==> src/rtl/npc_pkg.sv <==
package npc_pkg;
  typedef enum logic [1:0] {
    SRC_BRANCH = 2'd0,
    SRC_JUMP   = 2'd1,
    SRC_REG    = 2'd2
  } tgt_src_e;

  typedef struct packed {
    logic     capture;   // latch a new target this cycle
    logic     redirect;  // load pc from the held target this cycle
    tgt_src_e src;       // which target feeds the capture
  } npc_strobe_t;
endpackage

==> src/rtl/npc_ctrl.sv <==
module npc_ctrl
  import npc_pkg::*;
(
  input  logic        clk,
  input  logic        rst,
  input  logic        isBeq,
  input  logic        isBne,
  input  logic        isJump,
  input  logic        isJr,
  input  logic        isLink,
  input  logic        regsEqual,
  output npc_strobe_t strobes,
  output logic        slotError,
  output logic        linkValid
);
  logic pendValid;
  logic anyCtl;
  logic branchTaken;
  logic takeNow;

  assign anyCtl      = isBeq | isBne | isJump | isJr;
  assign branchTaken = (isBeq & regsEqual) | (isBne & ~regsEqual);
  assign takeNow     = ~pendValid & (isJr | isJump | branchTaken);

  always_comb begin
    strobes.capture  = takeNow;
    strobes.redirect = pendValid;
    if (isJr)        strobes.src = SRC_REG;
    else if (isJump) strobes.src = SRC_JUMP;
    else             strobes.src = SRC_BRANCH;
  end

  assign slotError = pendValid & anyCtl;
  assign linkValid = isLink & ~pendValid;

  always_ff @(posedge clk) begin
    if (rst) pendValid <= 1'b0;
    else     pendValid <= takeNow;
  end

  // a pending redirect lasts exactly one cycle
  p_single_slot_r8: assert property (@(posedge clk) disable iff (rst)
    pendValid |=> !pendValid);
  // a flagged delay-slot transfer never creates a redirect
  p_slot_ignored_r9: assert property (@(posedge clk) disable iff (rst)
    slotError |=> !strobes.redirect);
  // a taken equal branch outside a slot leads to a redirect
  p_beq_taken_r3: assert property (@(posedge clk) disable iff (rst)
    (isBeq && regsEqual && !pendValid) |=> strobes.redirect);
  // a taken unequal branch outside a slot leads to a redirect
  p_bne_taken_r4: assert property (@(posedge clk) disable iff (rst)
    (isBne && !regsEqual && !pendValid) |=> strobes.redirect);
endmodule

==> src/rtl/npc_datapath.sv <==
module npc_datapath
  import npc_pkg::*;
#(
  parameter int          ADDR_W     = 32,
  parameter int          OFF_W      = 16,
  parameter int          JF_W       = 26,
  parameter logic [31:0] RESET_ADDR = 32'h0
) (
  input  logic              clk,
  input  logic              rst,
  input  npc_strobe_t       strobes,
  input  logic [OFF_W-1:0]  branchOffset,
  input  logic [JF_W-1:0]   jumpField,
  input  logic [ADDR_W-1:0] jrValue,
  output logic [ADDR_W-1:0] pc,
  output logic [ADDR_W-1:0] linkValue
);
  localparam int EXT_W    = ADDR_W - OFF_W - 2;
  localparam int REGION_W = ADDR_W - JF_W - 2;
  localparam logic [ADDR_W-1:0] STEP = ADDR_W'(4);

  logic [ADDR_W-1:0] pcPlus4;
  logic [ADDR_W-1:0] offBytes;
  logic [ADDR_W-1:0] branchTgt;
  logic [ADDR_W-1:0] jumpTgt;
  logic [ADDR_W-1:0] pendTarget;
  logic [ADDR_W-1:0] newTarget;

  assign pcPlus4   = pc + STEP;
  assign linkValue = pc + (STEP << 1);

  generate
    if (EXT_W > 0) begin : g_ext
      assign offBytes = {{EXT_W{branchOffset[OFF_W-1]}}, branchOffset, 2'b00};
    end else begin : g_noext
      assign offBytes = {branchOffset[ADDR_W-3:0], 2'b00};
    end
    if (REGION_W > 0) begin : g_region
      assign jumpTgt = {pcPlus4[ADDR_W-1 -: REGION_W], jumpField, 2'b00};
    end else begin : g_flat
      assign jumpTgt = {jumpField[ADDR_W-3:0], 2'b00};
    end
  endgenerate

  assign branchTgt = pcPlus4 + offBytes;

  always_comb begin
    unique case (strobes.src)
      SRC_REG:  newTarget = jrValue;
      SRC_JUMP: newTarget = jumpTgt;
      default:  newTarget = branchTgt;
    endcase
  end

  always_ff @(posedge clk) begin
    if (rst) begin
      pc         <= RESET_ADDR[ADDR_W-1:0];
      pendTarget <= '0;
    end else begin
      pc <= strobes.redirect ? pendTarget : pcPlus4;
      if (strobes.capture) pendTarget <= newTarget;
    end
  end

  // reset loads the start address
  p_reset_addr_r1: assert property (@(posedge clk)
    rst |=> pc == RESET_ADDR[ADDR_W-1:0]);
  // without a redirect the pc steps by one word
  p_seq_step_r2: assert property (@(posedge clk) disable iff (rst)
    !strobes.redirect |=> pc == $past(pc) + STEP);
  // a redirect loads the held target
  p_redirect_r8: assert property (@(posedge clk) disable iff (rst)
    strobes.redirect |=> pc == $past(pendTarget));
endmodule

==> src/rtl/npc_unit.sv <==
module npc_unit
  import npc_pkg::*;
#(
  parameter int          ADDR_W     = 32,
  parameter int          OFF_W      = 16,
  parameter int          JF_W       = 26,
  parameter logic [31:0] RESET_ADDR = 32'h0
) (
  input  logic              clk,
  input  logic              rst,
  input  logic              isBeq,
  input  logic              isBne,
  input  logic              isJump,
  input  logic              isJr,
  input  logic              isLink,
  input  logic              regsEqual,
  input  logic [OFF_W-1:0]  branchOffset,
  input  logic [JF_W-1:0]   jumpField,
  input  logic [ADDR_W-1:0] jrValue,
  output logic [ADDR_W-1:0] fetchAddr,
  output logic [ADDR_W-1:0] linkValue,
  output logic              linkValid,
  output logic              slotError
);
  npc_strobe_t strobes;

  npc_ctrl u_ctrl (
    .clk(clk), .rst(rst),
    .isBeq(isBeq), .isBne(isBne), .isJump(isJump), .isJr(isJr),
    .isLink(isLink), .regsEqual(regsEqual),
    .strobes(strobes), .slotError(slotError), .linkValid(linkValid)
  );

  npc_datapath #(
    .ADDR_W(ADDR_W), .OFF_W(OFF_W), .JF_W(JF_W), .RESET_ADDR(RESET_ADDR)
  ) u_dp (
    .clk(clk), .rst(rst), .strobes(strobes),
    .branchOffset(branchOffset), .jumpField(jumpField), .jrValue(jrValue),
    .pc(fetchAddr), .linkValue(linkValue)
  );

  // every capture is followed by a redirect in the next cycle
  p_capture_redirect_r8: assert property (@(posedge clk) disable iff (rst)
    strobes.capture |=> strobes.redirect);
  // a register jump outside a slot is fetched two cycles later
  p_reg_jump_r7: assert property (@(posedge clk) disable iff (rst)
    (isJr && strobes.capture) |=> ##1 fetchAddr == $past(jrValue, 2));
endmodule

==> config.mk <==
export PLATFORM = sky130hd
export DESIGN_NAME = npc_unit
export DESIGN_NICKNAME = d
export VERILOG_FILES = /design/src/rtl/npc_pkg.sv /design/src/rtl/npc_ctrl.sv /design/src/rtl/npc_datapath.sv /design/src/rtl/npc_unit.sv
export SDC_FILE = /design/constraint.sdc
export NUM_CORES = 1
export LEC_CHECK = 0
export ABC_CLOCK_PERIOD_IN_PS = 4850
export BUFFER_PORTS_ARGS = -buffer_cell sky130_fd_sc_hd__buf_4
export CORE_ASPECT_RATIO = 2
export CORE_UTILIZATION = 30
export DETAILED_ROUTE_END_ITERATION = 8
export GPL_TIMING_DRIVEN = 0
export PLACE_DENSITY_LB_ADDON = 0.08
export SLEW_MARGIN = 5
export SYNTH_ARGS = -nofsm -noshare
export SYNTH_HDL_FRONTEND = slang
export SYNTH_SLANG_ARGS = --single-unit
==> constraint.sdc <==
create_clock -name clk -period 4.85 [get_ports clk]
set_clock_uncertainty 0.15 [all_clocks]
set_input_delay 0.2425 -clock clk [delete_from_list [all_inputs] [get_ports clk]]
set_output_delay 0.2425 -clock clk [all_outputs]
set_load 0.01 [all_outputs]
==> results.yml, run 1 <==
status:
  status: "finished with violations"
  violations: "DRC"
clocking:
  cts_root_buf: "clkbuf_16"
  numCtsBuffers: 9
  ctsLongestPathBuffers: 2
  cts.sinks: 65
  clkLatencyLatePin_ps: 340
  clk_pin_slew_ps: 60
  cts-htree-levels: 3
  cts_tree: "built"
power_and_ir_drop:
  power_density_nw_per_um2: 269
  p_sw_uw: 717
  leakage_nw: 3.23
  internal_power_mw: 1.22
  combPwrFrac: 0.353
  p_sw_frac: 0.371
  seq_power_share: 0.329
  p_clk_frac: 0.317
  vdd_ir_drop_max_mv: 0.206
floorplanning:
  io_pins: 148
  core-area_um2: 17900
  start_util: 0.309
  rows: 69
  dieArea_um2: 19000
  die_h_um: 194
  dieWidth_um: 98.0
final_layout:
  fillers: 1922
  diodes: 0
  fin_nets: 995
  syn2layout_area_growth_pct: 30.2
  layout-drive-gt1-share: 0.234
route:
  drc: 12
  routed_wl_um: 23200
  dr.pass1.iters: 7
  via_per_inst: 5.37
  wl_per_cell_um: 21.2
  drtIter0Drc: 231
  num_vias: 5882
  ant_nets: 0
grt:
  grt_max_degree: 18
  grt.met1_usage: 0.233
  grt_overflow: 0
  grt_pass1_vias: 6025
  grt_usage: 0.245
  grtUsageMet2: 0.482
  grt.busiest_layer: "met2"
  grt_use_met3: 0.0303
  grt_pass1_wl_um: 34800
  antenna_found_initial: 0
sta:
  min_period_ps: 4530
  fin_tns_setup_ps: 0
  relSlewSlack: 0.512
  setup_viol: 0
  setup_ws_ps: 316
  hold_viol_final: 0
  rsz0062_at_grt: "false"
  min_period_over_period: 0.935
  slew_violations: 0
  max_freq_mhz: 221
  worst_slew_pin_slew_ps: 727
placed_design:
  dpl_worst_slack_ps: 98.9
  post-dp-hpwl_um: 19200
  port_buffers: 145
  gp_congestion: 0.895
synth:
  ys_types: 72
  syn-num-nets: 838
  yosys.area.top_type_share: 0.236
  ys_seq_area_frac: 0.236
  synth_seq_cells: 65
  yosys_warnings: 0
  synthArstFlopShare: 0
  synth_area_um2: 5520
  synthTopCellsByArea: "dfxtp_1, ha_1, xnor2_1"
  synth-edff-count: 0
  synth_area_leader_cell: "dfxtp_1"
  ys.flop_type: "dfxtp_1"
  synth_most_common_cell: "nand2_1"
  postSynthAreaPerCell_um2: 7.66
  synth_common_cells: "nand2_1, nor2_1, dfxtp_1, a21oi_1, xnor2_1"
  synthCells: 721
critical_path:
  crit_fanout: 7
  startpoint_type: "flip-flop"
  path_class: "flip-flop to flip-flop"
  arrival_ps: 4580
  required_ps: 4900
  critPathCaptureType: "flip-flop"
hold_path:
  hp-class: "input port to flip-flop"
job:
  maxCapViolCount: 0
==> sequential cells by signal, indices dropped and copies added (netlist names) <==
| name | cells |
|---|---|
| u_dp.pc | 32 |
| u_dp.pendTarget | 32 |
| u_ctrl.pendValid | 1 |
==> kinds of logic (layout without fill, tap and decap cells) <==
kind of cell | after synthesis | count (layout) | synth area share
simple gates | 282 | 282 | 0.252
compound gates | 178 | 178 | 0.216
xor+xnor | 80 | 80 | 0.128
flops | 65 | 65 | 0.236
buf+inv | 59 | 221 | 0.0476
fa+ha+maj | 35 | 35 | 0.0806
mux | 22 | 22 | 0.0399
==> cell usage in the layout, fill, tap and decap left out, types with 6 or more instances in the layout <==
master       n
inv_1        9
nor2_1      74
clkbuf_16    9
ha_1        34
buf_4      152
a21o_1      18
o21ai_0     30
nor3_1      32
and3_1      10
nor2b_1     19
o211ai_1    20
a31oi_1      6
nand3_1     25
nand2_1     75
xor2_1      37
a211oi_1     8
dfxtp_1     64
xnor2_1     41
nand4_1     12
a21oi_1     53
or3_1        7
mux2i_1     22
buf_1        7
clkbuf_1    29
==> worst max-delay path: stages (launching register included) <==
cell	delay, ps
dfxtp_1	420
ha_1	280
nand3_2	140
nor2_4	150
and3_1	160
buf_4	140
and2_1	120
buf_4	140
and3_4	220
nand2_1	70
xnor2_1	260
ha_1	280
clkbuf_1	210
a21o_1	220
a211oi_1	320
nand3b_1	180
o221ai_4	210
o21ai_0	140
xor2_1	180
a21oi_1	290
nor3_1	80
==> power groups by stage <==
stage | combinational, mW | clock (mW) | sequential [mW]
after floorplan | 0.397 | 0 | 0.639
after global placement | 0.676 | 0 | 0.648
after detailed placement | 0.679 | 0 | 0.648
after CTS | 0.684 | 0.621 | 0.636
after global routing | 0.740 | 0.644 | 0.643
final | 0.684 | 0.614 | 0.637
==> per-stage QoR <==
step | std cells | power (mW) | util | hold slack [ps] | cell area, um2
floorplan | 721 | 1.04 | - | 232 | 5520
global placement | 1079 | 1.32 | 0.385 | 301 | 6880
detailed placement | 1079 | 1.33 | 0.385 | 301 | 6880
CTS | 1096 | 1.94 | 0.401 | 46.9 | 7170
global route | 1096 | 2.03 | 0.402 | 76.4 | 7190
finish | 1096 | 1.93 | 0.402 | 58.2 | 7190
==> final timing paths <==
path | startpoint | endpoint | slack, ps | cells after the start
worst min-delay path | jrValue[4] | u_dp.pendTarget[4] | 60 | 3
worst max-delay path | u_dp.pc[4] | u_dp.pendTarget[24] | 320 | 20
worst min register to register | u_dp.pendTarget[3] | u_dp.pendTarget[3] | 310 | 2
worst max register to register | u_dp.pc[4] | u_dp.pendTarget[24] | 320 | 20
==> timing repair <==
item	in CTS	in global routing
hold endpoints to repair	1	0
resized for setup	0	4
buffers inserted	0	0
hold buffers	1	0
setup endpoints to repair	0	11
==> per-layer routing <==
metal,up-vias,routed length (um),share of wire
li1,2886,-,-
met1,2758,8010,0.35
met2,192,12900,0.56
met3,46,848,0.037
met4,0,1460,0.063
met5,-,0,0
==> cell type report <==
type	instances	area, um2	area share
inverters	9	33.8	0.00470
multi-input cells	597	3980	0.554
clock inverters	7	53.8	0.00748
flip-flops and latches	65	1300	0.181
repair buffers	146	1100	0.153
plain buffers	50	229	0.0318
clock buffers	9	225	0.0313
well taps	213	267	0.0371
Note: power is estimated with default switching activity, not from simulation.
==> run 2, diff against run 1 <==
Settings changed: ABC_CLOCK_PERIOD_IN_PS 4850 to 4100, CTS_CLUSTER_SIZE set to 20, RECOVER_POWER set to 50.
Clock period 4.85 ns to 4.1 ns, I/O delays scaled along.
==> results.yml, run 2 (synthesis gave the netlist of run 1 again) <==
final_layout:
  reg_top3: "u_dp.pc (32), u_dp.pendTarget (32), u_ctrl.pendValid (1)"
  layout_commonest_cell: "buf_4"
  syn2layout_area_growth_pct: 36.9
  final_area_um2: 7560
  fin_nets: 1003
  layout-drive-gt1-share: 0.275
  layoutNonFillerInstCount: 1104
  diodes: 0
  final_cell_mix: "buf_4, nor2_1, nand2_1"
placed_design:
  dpl_cell_area_um2: 6880
  dp_cells: 1079
  gp_congestion: 0.895
  dpl_worst_slack_ps: -651
  port_buffers: 145
  post-dp-hpwl_um: 19200
critical_path:
  rr_worst_depth: 16
  critPathCaptureType: "flip-flop"
  path_class: "flip-flop to flip-flop"
  reg2reg_to: "u_dp.pendTarget[30]"
  path_depth: 16
  required_ps: 4160
  critPathMaxStageDelay_ps: 420
  r2r-start: "u_dp.pc[17]"
  rrSetupSlack_ps: 170
  critical_path.startpoint: "u_dp.pc[17]"
  crit_buf_inv: 2
  arrival_ps: 3990
  crit_fanout: 10
  cp_slowest_cell: "ha_1"
  cp_cell_sequence: "clkbuf_4, nand3_2, nor2_4, and3_4, and2_4, buf_6, nand3_1, xnor2_2, ha_1, a21o_1, a21o_1, a21oi_1, nor3b_1, a2111oi_4, xor2_2, o22ai_1"
  crit_end: "u_dp.pendTarget[30]"
  cp_top_family: "compound AO/OA/AOI/OAI gates"
  path_common_cell: "a21o_1"
  startpoint_type: "flip-flop"
status:
  violations: "DRC"
  status: "finished with violations"
grt:
  grt_overflow: 0
  antenna_found_initial: 0
  grt_usage: 0.246
  grt_pass1_vias: 6057
  grt_pass1_wl_um: 34900
  grt_max_degree: 18
sta:
  worst_slew_pin_slew_ps: 731
  setup_viol: 0
  setup_ws_ps: 171
  min_period_ps: 3930
  slew_violations: 0
  whs_ps: 18.7
  hold_viol_final: 0
  max_freq_mhz: 254
  min_period_over_period: 0.958
  fin_tns_setup_ps: 0
  relSlewSlack: 0.513
power_and_ir_drop:
  leakage_nw: 3.26
  p_sw_frac: 0.372
  p_sw_uw: 865
  power_density_nw_per_um2: 308
  seq_power_share: 0.326
  combPwrFrac: 0.363
  vdd_ir_drop_max_mv: 0.243
  p_clk_frac: 0.310
  internal_power_mw: 1.46
floorplanning:
  io_pins: 148
  start_util: 0.309
  dieWidth_um: 98.0
  dieArea_um2: 19000
  rows: 69
  core-area_um2: 17900
  die_h_um: 194
route:
  wl_per_cell_um: 21.2
  routed_wl_um: 23400
  dr.pass1.iters: 7
  num_vias: 5939
  via_per_inst: 5.38
  drc: 12
  ant_nets: 0
  drtIter0Drc: 221
clocking:
  cts-htree-levels: 3
  cts_tree: "built"
  clk_pin_slew_ps: 60
  cts.sinks: 65
  numCtsBuffers: 9
  cts_root_buf: "clkbuf_16"
  clkLatencyLatePin_ps: 340
  ctsLongestPathBuffers: 2
job:
  maxCapViolCount: 0
hold_path:
  hp-class: "input port to flip-flop"
==> run 2: cell types whose count changed in the layout (fill, tap and decap cells not counted), moves of 8 or more <==
cell      before  now
clkbuf_1      29   55
xor2_2         0    8
xor2_1        37   28
xnor2_1       41   31
ha_1          34   25
buf_4        152  128
==> run 2: tightest hold or removal path, delay by kind of cell <==
family / cells / cell delay (ps)
AND/OR/NAND/NOR: 1 / 120
buffers and inverters: 1 / 80
AO/OA/AOI/OAI: 1 / 50
==> run 2: per-layer routing <==
| metal | vias to the layer above | track usage | wire length (um) |
|---|---|---|---|
| li1 | 2890 | - | - |
| met1 | 2816 | 0.234 | 8030 |
| met2 | 191 | 0.486 | 13100 |
| met3 | 42 | 0.0303 | 835 |
| met4 | 0 | 0.150 | 1460 |
| met5 | - | 0 | 0 |
==> run 2: final cells by class <==
cell class / count / area, um2
clock buffer: 9 / 225
fill: 1910 / 10300
inverter: 9 / 33.8
buffer: 44 / 221
multi-input combinational: 597 / 4360
sequential: 65 / 1320
timing repair buffer: 160 / 1090
tap: 213 / 267
clock inverter: 7 / 53.8
==> run 2: stage by stage <==
step / utilization / power [mW]
2_1_floorplan: - / 1.23
3_3_place_gp: 0.385 / 1.57
3_5_place_dp: 0.385 / 1.57
4_1_cts: 0.413 / 2.32
5_1_grt: 0.423 / 2.44
6_report: 0.423 / 2.33
==> run 2: repair_timing <==
item	in CTS	in global routing
gates resized for setup	41	45
endpoints found under the setup margin	20	14
hold buffers	1	0
pin swaps	9	24
hold endpoints to repair	1	0
buffers inserted	1	13
==> run 2: how the worst min path moves through the flow <==
stage,end,startpoint,cells past startpoint
finish,u_dp.pendTarget[4],jrValue[4],3
global placement,u_dp.pendTarget[26],jumpField[24],3
CTS,u_dp.pendTarget[4],jrValue[4],3
detailed placement,u_dp.pendTarget[6],u_dp.pendTarget[6],2
floorplan,u_dp.pendTarget[26],jumpField[24],2
global route,u_dp.pendTarget[11],jrValue[11],3
==> run 2: power by group through the flow <==
stage	Combinational, mW	Clock [mW]	Sequential (mW)
after detailed placement	0.804	0	0.766
after CTS	0.832	0.735	0.757
final	0.846	0.722	0.759
after floorplan	0.470	0	0.755
after global placement	0.799	0	0.766
after global routing	0.913	0.763	0.767
